==> src/rtl/spill_pkg.sv <==
package spill_pkg;
  typedef enum logic [2:0] {
    SQ_IDLE,
    SQ_SAVE_REG,
    SQ_SAVE_MASK,
    SQ_LOAD_MASK,
    SQ_LOAD_REG,
    SQ_FIN
  } sq_state_e;
endpackage

==> src/rtl/spill_mask_calc.sv <==
module spill_mask_calc #(
  parameter int N = 16
) (
  input  logic [N-1:0] live,
  input  logic [N-1:0] used,
  output logic [N-1:0] save_m,
  output logic [N-1:0] fwd_m,
  output logic         save_none
);
  always_comb begin
    save_m    = live & used;
    fwd_m     = live | used;
    save_none = ~|save_m;
  end
endmodule

==> src/rtl/spill_bit_pick.sv <==
module spill_bit_pick #(
  parameter int N         = 16,
  parameter bit LOW_FIRST = 1'b1
) (
  input  logic [N-1:0]         vec,
  output logic [$clog2(N)-1:0] idx
);
  localparam int IW = $clog2(N);

  generate
    if (LOW_FIRST) begin : g_low
      always_comb begin
        idx = '0;
        for (int i = N - 1; i >= 0; i--)
          if (vec[i]) idx = IW'(i);
      end
    end else begin : g_high
      always_comb begin
        idx = '0;
        for (int i = 0; i < N; i++)
          if (vec[i]) idx = IW'(i);
      end
    end
  endgenerate


  always_comb begin
    if (|vec) begin
      pick_hit_chk: assert (vec[idx]);
    end
  end
endmodule

==> src/rtl/reg_spill_seq.sv <==
module reg_spill_seq #(
  parameter int NREG    = 16,
  parameter int DW      = 32,
  parameter int AW      = 6,
  parameter int SP_INIT = (1 << AW) - 1
) (
  input  logic                    clk,
  input  logic                    rst_n,
  input  logic                    save_start,
  input  logic                    restore_start,
  input  logic [NREG-1:0]         live_mask,
  input  logic [NREG-1:0]         used_mask,
  output logic                    stall,
  output logic                    done,
  output logic [NREG-1:0]         fwd_mask,
  output logic [AW-1:0]           stk_ptr,
  output logic                    rf_rd_en,
  output logic [$clog2(NREG)-1:0] rf_rd_idx,
  input  logic [DW-1:0]           rf_rd_data,
  output logic                    rf_wr_en,
  output logic [$clog2(NREG)-1:0] rf_wr_idx,
  output logic [DW-1:0]           rf_wr_data,
  output logic                    stk_valid,
  output logic                    stk_write,
  output logic [AW-1:0]           stk_addr,
  output logic [DW-1:0]           stk_wdata,
  input  logic                    stk_ready,
  input  logic [DW-1:0]           stk_rdata
);
  import spill_pkg::*;

  localparam int IW = $clog2(NREG);

  sq_state_e       state;
  logic [NREG-1:0] pend, kept_mask;
  logic [NREG-1:0] save_m, fwd_m;
  logic            save_none;
  logic [IW-1:0]   lo_idx, hi_idx;
  logic [NREG-1:0] pend_clr_lo, pend_clr_hi;
  logic [NREG-1:0] pop_mask;

  spill_mask_calc #(.N(NREG)) u_mask (
    .live(live_mask), .used(used_mask),
    .save_m(save_m), .fwd_m(fwd_m), .save_none(save_none)
  );

  spill_bit_pick #(.N(NREG), .LOW_FIRST(1'b1)) u_pick_lo (
    .vec(pend), .idx(lo_idx)
  );

  spill_bit_pick #(.N(NREG), .LOW_FIRST(1'b0)) u_pick_hi (
    .vec(pend), .idx(hi_idx)
  );

  assign pend_clr_lo = pend & ~(NREG'(1) << lo_idx);
  assign pend_clr_hi = pend & ~(NREG'(1) << hi_idx);
  assign pop_mask    = stk_rdata[NREG-1:0];

  always_comb begin
    stall      = (state != SQ_IDLE);
    done       = (state == SQ_FIN);
    stk_write  = (state == SQ_SAVE_REG) || (state == SQ_SAVE_MASK);
    stk_valid  = stk_write || (state == SQ_LOAD_MASK) || (state == SQ_LOAD_REG);
    stk_addr   = stk_write ? stk_ptr : stk_ptr + AW'(1);
    stk_wdata  = (state == SQ_SAVE_REG) ? rf_rd_data : DW'(kept_mask);
    rf_rd_en   = (state == SQ_SAVE_REG);
    rf_rd_idx  = lo_idx;
    rf_wr_en   = (state == SQ_LOAD_REG) && stk_ready;
    rf_wr_idx  = hi_idx;
    rf_wr_data = stk_rdata;
  end

  always_ff @(posedge clk) begin
    if (!rst_n) begin
      state     <= SQ_IDLE;
      pend      <= '0;
      kept_mask <= '0;
      fwd_mask  <= '0;
      stk_ptr   <= AW'(SP_INIT);
    end else begin
      unique case (state)
        SQ_IDLE: begin
          if (save_start) begin
            kept_mask <= save_m;
            pend      <= save_m;
            fwd_mask  <= fwd_m;
            state     <= save_none ? SQ_SAVE_MASK : SQ_SAVE_REG;
          end else if (restore_start) begin
            state <= SQ_LOAD_MASK;
          end
        end
        SQ_SAVE_REG: if (stk_ready) begin
          stk_ptr <= stk_ptr - AW'(1);
          pend    <= pend_clr_lo;
          if (pend_clr_lo == '0) state <= SQ_SAVE_MASK;
        end
        SQ_SAVE_MASK: if (stk_ready) begin
          stk_ptr <= stk_ptr - AW'(1);
          state   <= SQ_FIN;
        end
        SQ_LOAD_MASK: if (stk_ready) begin
          stk_ptr <= stk_ptr + AW'(1);
          pend    <= pop_mask;
          state   <= (pop_mask == '0) ? SQ_FIN : SQ_LOAD_REG;
        end
        SQ_LOAD_REG: if (stk_ready) begin
          stk_ptr <= stk_ptr + AW'(1);
          pend    <= pend_clr_hi;
          if (pend_clr_hi == '0) state <= SQ_FIN;
        end
        default: state <= SQ_IDLE;
      endcase
    end
  end


  stall_rise_chk: assert property (@(posedge clk) disable iff (!rst_n)
    (!stall && (save_start || restore_start)) |=> stall);


  done_in_stall_chk: assert property (@(posedge clk) disable iff (!rst_n)
    done |-> stall);


  done_pulse_chk: assert property (@(posedge clk) disable iff (!rst_n)
    done |=> !done);


  hold_req_chk: assert property (@(posedge clk) disable iff (!rst_n)
    (stk_valid && !stk_ready) |=> (stk_valid && $stable(stk_addr) && $stable(stk_write)));


  sp_down_chk: assert property (@(posedge clk) disable iff (!rst_n)
    (stk_valid && stk_ready && stk_write) |=> (stk_ptr == $past(stk_ptr) - AW'(1)));


  sp_up_chk: assert property (@(posedge clk) disable iff (!rst_n)
    (stk_valid && stk_ready && !stk_write) |=> (stk_ptr == $past(stk_ptr) + AW'(1)));


  fwd_busy_chk: assert property (@(posedge clk) disable iff (!rst_n)
    stall |=> $stable(fwd_mask));
endmodule

==> config.mk <==
export PLATFORM = sky130hd
export DESIGN_NAME = reg_spill_seq
export DESIGN_NICKNAME = d
export VERILOG_FILES = /design/src/rtl/spill_pkg.sv /design/src/rtl/spill_mask_calc.sv /design/src/rtl/spill_bit_pick.sv /design/src/rtl/reg_spill_seq.sv
export SDC_FILE = /design/constraint.sdc
export NUM_CORES = 1
export LEC_CHECK = 0
export BUFFER_PORTS_ARGS = -buffer_cell sky130_fd_sc_hd__buf_4
export CAP_MARGIN = 10
export CORE_MARGIN = 5
export CORE_UTILIZATION = 48
export CTS_BUF_LIST = sky130_fd_sc_hd__clkbuf_4 sky130_fd_sc_hd__clkbuf_8 sky130_fd_sc_hd__clkbuf_16
export CTS_CLUSTER_SIZE = 40
export DETAILED_ROUTE_END_ITERATION = 10
export GPL_TIMING_DRIVEN = 0
export HOLD_SLACK_MARGIN = 0.12
export PLACE_DENSITY_LB_ADDON = 0.2
export SLEW_MARGIN = 20
export SYNTH_ARGS = -nofsm -noshare
export SYNTH_HDL_FRONTEND = slang
export SYNTH_SLANG_ARGS = --single-unit
==> constraint.sdc <==
create_clock -name clk -period 3.18 [get_ports clk]
set_input_delay 0.159 -clock clk [delete_from_list [all_inputs] [get_ports clk]]
set_output_delay 0.159 -clock clk [all_outputs]
set_load 0.005 [all_outputs]
==> results of run 1 <==
path summary, 6_finish.rpt:
path	start	end	depth (start not counted)
hold / removal	live_mask[10]	fwd_mask[10]	3
setup / recovery	pend[6]	state[0]	8
hold reg to reg	kept_mask[3]	kept_mask[3]	2
setup reg to reg	pend[6]	state[0]	8
timing repair:
item                      in CTS  in global routing
hold buffers                   3                  0
gates resized for setup        0                  0
hold endpoints to repair       2                  0
cell usage in the layout (no fill, tap or decap), types with 15 or more instances in the layout:
cell,n
a21oi_1,31
dfxtp_1,57
clkbuf_1,28
buf_4,222
nand3_1,19
nor2_1,39
o21ai_0,42
nand2_1,123
inv_1,15
nor3_1,27
and2_1,35
nor3b_1,16
logic make-up after synthesis:
kind of cell             share of synthesized area (%)
AND/OR/NAND/NOR                                   36.6
AO/OA/AOI/OAI                                     23.1
buffers and inverters                             11.4
flip-flops                                        26.0
XOR/XNOR                                          1.80
adder cells (fa/ha/maj)                          0.827
multiplexers                                     0.228
flip-flops by register name (all words and copies together), names as in the netlist:
name,flops
stk_ptr,6
kept_mask,16
pend,16
fwd_mask,16
state,3
routing by layer:
metal | track usage [%] | vias to the layer above | share of wire, %
li1 | - | 2598 | -
met3 | 7.21 | 47 | 11
met5 | 0 | - | 0
met4 | 9.53 | 0 | 2.8
met1 | 39.8 | 2607 | 40
met2 | 52.0 | 375 | 46
worst max-delay path: cells and delay by family (launching register included):
family,cells,cell delay (ns)
compound gates,6,1.85
flops,1,0.40
buf+inv,1,0.47
simple gates,1,0.31
stage by stage:
stage / cell area (µm²) / hold WS [ns] / utilization (%) / power (µW)
after CTS: 6180 / 0.122 / 70.1 / 5220
after detailed placement: 5950 / 0.470 / 67.6 / 4520
final: 6180 / 0.120 / 70.1 / 5300
after floorplan: 4390 / 0.315 / - / 3050
after global placement: 5940 / 0.455 / 67.5 / 4460
after global routing: 6180 / 0.142 / 70.1 / 5590
power breakdown:
group	leakage [µW]	switching [µW]	internal [µW]
sequential	0.000467	141	864
clock	0.0000981	327	377
combinational	0.00224	2070	1520
layout make-up:
class                   count  area (µm²)  share of cell area, %
flip-flops and latches     57        1140                   18.5
clock inverters             5        56.3                  0.911
repair buffers            193        1450                   23.5
plain buffers              72         444                   7.19
multi-input cells         484        2750                   44.6
inverters                  15        56.3                  0.911
clock buffers              10         138                   2.23
well taps                 108         135                   2.19
==> run metrics, run 1 <==
run status completed; post-route antenna net violation count 0; crit-path max FO 10; starting density of the core 49.8%; Synth top area share 26.0%; WL/cell 19.3 µm; Yosys reg bits 57; RSZ-0062 raised after global routing false; Clock transition at path regs 0.08 ns; crit-path cells clkbuf_1 -> a31oi_1 -> a211oi_1 -> o22ai_2 -> and3_2 -> a211o_1 -> a32oi_1 -> o221a_1; ANT cells 0; htree depth 3; Setup Skew 0.0143 ns; crit path launch type register; setup ws final 0.0699 ns; Net Count, Synth 731; Die X 106 µm; GR Overflow Total 0; # nets final 935; leading cell type by number of instances after synthesis nand2_1; crit share post-route 97.8%; max-cap violations 0; Fin. Hold Viols 0; CTS tree yes; Via-to-Cell Ratio 5.96; Area contributors post-synth dfxtp_1 26%, nand2_1 11%, buf_4 5.6%, and2_1 5.0%, o21ai_0 4.8%; Post-CTS Setup Bufs 0; num ports 207; syn avg cell area 6.99 µm²; crit path DAT 3.40 ns; Power Dens Cells 858 nW/µm²; Area Growth Syn to Fin 40.8%; vias in the first global route 5232; Seq/Total Area, Yosys 26.0%; drt drc 0; Die H 106 µm; global-route wire length before repair 27.6 mm; routed via count 5627; Crit Path Class register to register; cell count after synthesis 628; RD Place Congestion 0.972; clock sinks 57; fillcell total 713; Hold Crit Class input port to register; initial antenna violation count 0; Final Max Tran Viols 0; dpl ws 0.241 ns; Max Fclk 0.322 GHz; Synth area leader dfxtp_1; drt total wl 18.2 mm; DP Cell Count 926; worst vdd ir 0.534 mV; All-Layer GR Usage 31.1%; P_leak 0.00280 µW; commonest register cell after synthesis dfxtp_1; number of enable flip-flop cells after synthesis 0; Post-Syn Area 4390 µm²; Port Buf Inserts 189; Syn. warnings 0; CP max-delay cell a211oi_1; setup violators final 0; Reg2Reg Setup Slack 0.07 ns; min Tclk post-route 3.11 ns; Clock Path Buffers 2; Worst slew margin 36.1%; Worst Tran Pin Value 0.953 ns; setup_tns 0 ns; crit-path max cell delay 0.67 ns; CTS buffer count 9; Core Rows 34; initial drt markers 489; core area 8810 µm²; First-pass DRT Iterations 5; Detailed Place HPWL 14.4 mm; type of destination of the critical path register; Die ar. 11200 µm²; FFs w/ async S/R, synth 0%; Commonest cells post-synth 123 x nand2_1, 57 x dfxtp_1, 42 x o21ai_0, 39 x nor2_1, 35 x and2_1; CTS root buf clkbuf_8; WP data required 3.47 ns; clk_lat worst skew 0.36 ns; Post-Layout Cell Count 944; largest net degree at the start of global routing 11; proportion of layout cells with a drive suffix above 1 32.3%; Distinct cells, synth 76
Note: power is estimated with default switching activity, not from simulation.
==> run 2, diff against run 1 <==
==> constraint.sdc (replaced) <==
create_clock -name clk -period 2.9 [get_ports clk]
set_input_delay 0.145 -clock clk [delete_from_list [all_inputs] [get_ports clk]]
set_output_delay 0.145 -clock clk [all_outputs]
set_load 0.005 [all_outputs]
==> run 2 against run 1 <==
Design area rose by 1.9%. Register-to-register slack hardly changed. Clock power increased by 9.9%. Wire length is 4.7% higher. Via count is 1.6% higher. Non-clock buffer count up 6. Global-route usage increased by 1.6 points. Clock skew rose by 0.0011 ns. Critical path depth unchanged. Combinational power increased by 12%. Largest cell class unchanged. Largest power group unchanged.
==> run metrics, run 2 (same netlist as run 1, synthesis figures left out) <==
Port Buf Inserts 189; proportion of layout cells with a drive suffix above 1 32.9%; Reg2Reg Setup Slack 0.07 ns; M1 WL 7.22 mm; Setup Skew 0.0153 ns; RD Place Congestion 0.972; CTS buffer count 9; ANT cells 0; DP Cell Count 926; worst vdd ir 0.607 mV; CP top delay family simple AND/OR/NAND/NOR gates; Clock Path Buffers 2; crit share post-route 97.7%; most common cell after layout, fill and taps aside buf_4; global-route wire length before repair 29.1 mm; core area 8810 µm²; setup violators final 0; initial antenna violation count 0; Final Max Tran Viols 0; CP max-delay cell a2111oi_4; CP Buf/Inv Count 0; run status completed; type of destination of the critical path register; starting density of the core 49.8%; clock sinks 57; Internal 3080 µW; RSZ-0062 raised after global routing false; CTS root buf clkbuf_8; Clk pwr share 13.1%; Placement Cell Area 5950 µm²; Crit Path Class register to register; GR Overflow Total 0; Switching Fraction 48.1%; initial drt markers 484; WL/cell 20.0 µm; Finished Cell Area 6290 µm²; htree depth 3; top layer in use met4; routed via count 5715; Area Growth Syn to Fin 43.4%; # nets final 941; crit-path max cell delay 0.55 ns; met3 WL 2.28 mm; CTS tree yes; Met2 Wirelength 8.98 mm; Detailed Place HPWL 14.4 mm; worst hold slack 0.125 ns; Hold Crit Class input port to register; Fin. Hold Viols 0; combinational group share of total power 67.8%; Die X 106 µm; P_sw 2850 µW; Crit path top cell by count or2_4; WP data required 3.13 ns; clk_lat worst skew 0.36 ns; crit-path max FO 8; Die ar. 11200 µm²; Core Rows 34; Die H 106 µm; crit path DAT 3.07 ns; biggest regs fwd_mask (16), kept_mask (16), pend (16); Clock transition at path regs 0.08 ns; most frequent cells in the layout 222 x buf_4, 123 x nand2_1, 56 x dfxtp_1, 41 x o21ai_0, 39 x nor2_1; P_leak 0.00286 µW; Sequential Power Share 19.2%; dpl ws -0.0395 ns; Post-CTS Setup Bufs 0; num ports 207; Post-Layout Cell Count 950; largest net degree at the start of global routing 11; First-pass DRT Iterations 6; drt total wl 19.0 mm; post-route antenna net violation count 0; crit-path cells or2_4 -> a2111oi_4 -> or2_4 -> nand3_2 -> maj3_2 -> nor4b_2 -> a32oi_1 -> o221a_1; drt drc 0; Via-to-Cell Ratio 6.02; All-Layer GR Usage 32.7%; Power Dens Cells 941 nW/µm²; min Tclk post-route 2.83 ns; setup ws final 0.0663 ns; Worst Tran Pin Value 0.971 ns; vias in the first global route 5433; Max Fclk 0.353 GHz; crit path launch type register; max-cap violations 0; Worst slew margin 34.9%
run 2: metal layers:
layer,track usage (%),vias up
met5,0,-
met4,10.2,0
met3,7.52,61
met2,55.5,427
met1,41.2,2627
li1,-,2600
run 2: cell type report:
type | instances | area [µm²]
Inverter | 15 | 56.3
Fill cell | 688 | 2510
Sequential cell | 57 | 1140
Buffer | 71 | 443
Clock inverter | 5 | 56.3
Timing Repair Buffer | 200 | 1520
Multi-Input combinational cell | 484 | 2800
Tap cell | 108 | 135
Clock buffer | 10 | 138
run 2: repair_timing:
action                     CTS  global route
setup endpoints to repair    2            27
pin swaps                    0             1
gates resized for setup      3            10
hold buffers                10             0
hold endpoints to repair     5             0
run 2: per-stage QoR:
stage	total power, µW	util [%]	setup TNS (ns)
2_1_floorplan	3350	-	0
3_3_place_gp	4890	67.5	-0.0906
3_5_place_dp	4950	67.6	-0.0395
4_1_cts	5760	71.1	0
5_1_grt	6230	71.5	0
6_report	5920	71.5	0
run 2: worst paths after layout:
check,startpoint,to,depth (start not counted)
setup reg to reg,pend[14],state[0],8
setup / recovery,pend[14],state[0],8
hold reg to reg,kept_mask[3],kept_mask[3],2
hold / removal,live_mask[15],fwd_mask[15],3
run 2: power groups by stage:
stage / Sequential [µW] / Clock [µW] / Combinational, µW
after CTS: 1100 / 766 / 3890
final: 1130 / 774 / 4010
after detailed placement: 1110 / 0 / 3840
after global routing: 1160 / 795 / 4280
after floorplan: 1080 / 0 / 2270
after global placement: 1100 / 0 / 3790
run 2: worst min-delay path, delay by kind of cell:
| family | cells | cell delay (ns) |
|---|---|---|
| buf+inv | 1 | 0.08 |
| simple gates | 2 | 0.21 |
==> run 3, diff against run 2 <==
==> constraint.sdc (replaced) <==
create_clock -name clk -period 2.9 [get_ports clk]
set_input_delay 0.58 -clock clk [delete_from_list [all_inputs] [get_ports clk]]
set_output_delay 0.58 -clock clk [all_outputs]
set_load 0.005 [all_outputs]
==> run 3 against run 2 <==
The run now ends with negative setup slack left. Via count decreased by 2.8%. Clock skew decreased by 0.0029 ns. Total power fell by 0.80%. Largest cell class unchanged. Worst setup slack got worse by 0.068 ns. Largest power group unchanged.
==> run metrics, run 3 (same netlist as run 1, synthesis figures left out) <==
P_sw 2810 µW; CP max-delay cell or4_1; setup violators final 1; core area 8810 µm²; Post-Layout Cell Count 937; max-cap violations 0; crit path launch type register; crit-path max cell delay 0.66 ns; htree depth 3; Post-CTS Setup Bufs 0; Hold Crit Depth 2; biggest regs fwd_mask (16), kept_mask (16), pend (16); Clock Path Buffers 2; footprint of the multi-input gates 2800 µm²; post-route antenna net violation count 0; Final Max Tran Viols 0; initial drt markers 493; crit path DAT 2.32 ns; combinational group share of total power 67.6%; DP Cell Count 926; WP data required 2.32 ns; worst vdd ir 0.555 mV; Setup crit start pend[9]; most frequent cells in the layout 222 x buf_4, 123 x nand2_1, 55 x dfxtp_1, 42 x o21ai_0, 39 x nor2_1; Core Rows 34; drt total wl 18.1 mm; largest net degree at the start of global routing 11; Setup Skew 0.0125 ns; proportion of layout cells with a drive suffix above 1 34.4%; Sequential Power Share 19.4%; Clock transition at path regs 0.08 ns; Hold Crit Class register to register; Hold Startpoint kept_mask[3]; type of destination of the critical path output pin; Die ar. 11200 µm²; Clk pwr share 13.1%; WL/cell 19.3 µm; Via-to-Cell Ratio 5.93; crit-path cells or4_1 -> nor2_1 -> inv_1 -> buf_4; RD Place Congestion 0.972; Port Buf Inserts 189; All-Layer GR Usage 31.0%; crit share post-route 100%; Worst R2R Start pend[15]; CTS buffer count 9; Area Growth Syn to Fin 41.1%; Switching Fraction 47.8%; Crit Path Class register to output pin; run status finished, violations left; P_leak 0.00281 µW; most common cell after layout, fill and taps aside buf_4; CTS root buf clkbuf_8; routed via count 5555; Die X 106 µm; worst hold slack 0.480 ns; Worst slew margin 35.4%; CP Buf/Inv Count 2; ANT cells 0; starting density of the core 49.8%; clock sinks 57; num ports 207; fillcell total 720; drt drc 0; register area 1140 µm²; GR Overflow Total 0; crit-path max FO 8; # nets final 928; First-pass DRT Iterations 7; Internal 3070 µW; RSZ-0062 raised after global routing false; Post-CTS Hold Fix Bufs 0; Max Fclk 0.345 GHz; CP top delay family simple AND/OR/NAND/NOR gates; stages on the worst setup path 4; global-route wire length before repair 27.5 mm; setup ws final -0.00128 ns; vias in the first global route 5191; initial antenna violation count 0; min Tclk post-route 2.90 ns; Detailed Place HPWL 14.4 mm; r2r worst-path depth 8; Pwr Total 5880 µW; Power Dens Cells 949 nW/µm²; Fin. Hold Viols 0; Die H 106 µm; clk_lat worst skew 0.36 ns; Worst Tran Pin Value 0.963 ns; CTS tree yes; failing checks negative setup slack
[run 3: cell count changes in the layout (fill, tap and decap cells not counted), moves of 2 or more]
cell           before  now
clkbuf_1           25   19
nor4_2              1    3
clkbuf_2            2    5
nor4_4              2    0
dlygate4sd3_1      10    0
[run 3: path summary, 6_finish.rpt]
kind                   to  slack, ns
max reg2reg      state[0]       0.07
min          kept_mask[3]       0.48
max          rf_wr_idx[3]     -0.001
min reg2reg  kept_mask[3]       0.48
[run 3: layout make-up]
cell class,count,area share [%]
clock buffer,10,2.22
tap,108,2.18
multi-input combinational,484,45.2
timing repair buffer,190,23.0
inverter,15,0.970
sequential,57,18.5
buffer,68,7.05
clock inverter,5,0.909
[run 3: power groups by stage]
stage                     sequential, µW  combinational [µW]  clock (µW)
after global placement              1100                3790           0
after detailed placement            1110                3840           0
after global routing                1160                4250         793
after CTS                           1120                3860         766
final                               1140                3970         768
after floorplan                     1080                2270           0
[run 3: timing repair]
action / 4_1_cts / 5_1_grt
resized for setup: 9 / 9
endpoints found under the setup margin: 34 / 34
pin swaps: 0 / 2
cloned: 0 / 0
endpoints found under the hold margin: 0 / 0
[run 3: worst min-delay path: stages, from the launching register on]
cell and delay (ns):
dfxtp_1 0.32, nand2_1 0.05, a21boi_0 0.07
[run 3: metrics by stage]
stage	util, %	TNS (ns)	setup slack, ns	instance area [µm²]
floorplan	-	0	0.581	4390
global placement	67.5	-0.0906	-0.0906	5940
detailed placement	67.6	-0.0622	-0.0395	5950
CTS	70.0	0	0.0114	6170
global route	70.3	0	0.00133	6190
finish	70.3	-0.00128	-0.00128	6190
[run 3: per-layer routing]
layer  share of wire (%)  track usage, %  wire [µm]  vias up
met2                  47            51.8       8500      336
met5                   0               0          0        -
li1                    -               -          -     2574
met1                  40            39.7       7230     2605
met3                  11            7.46       1920       40
met4                 2.4            9.25        434        0
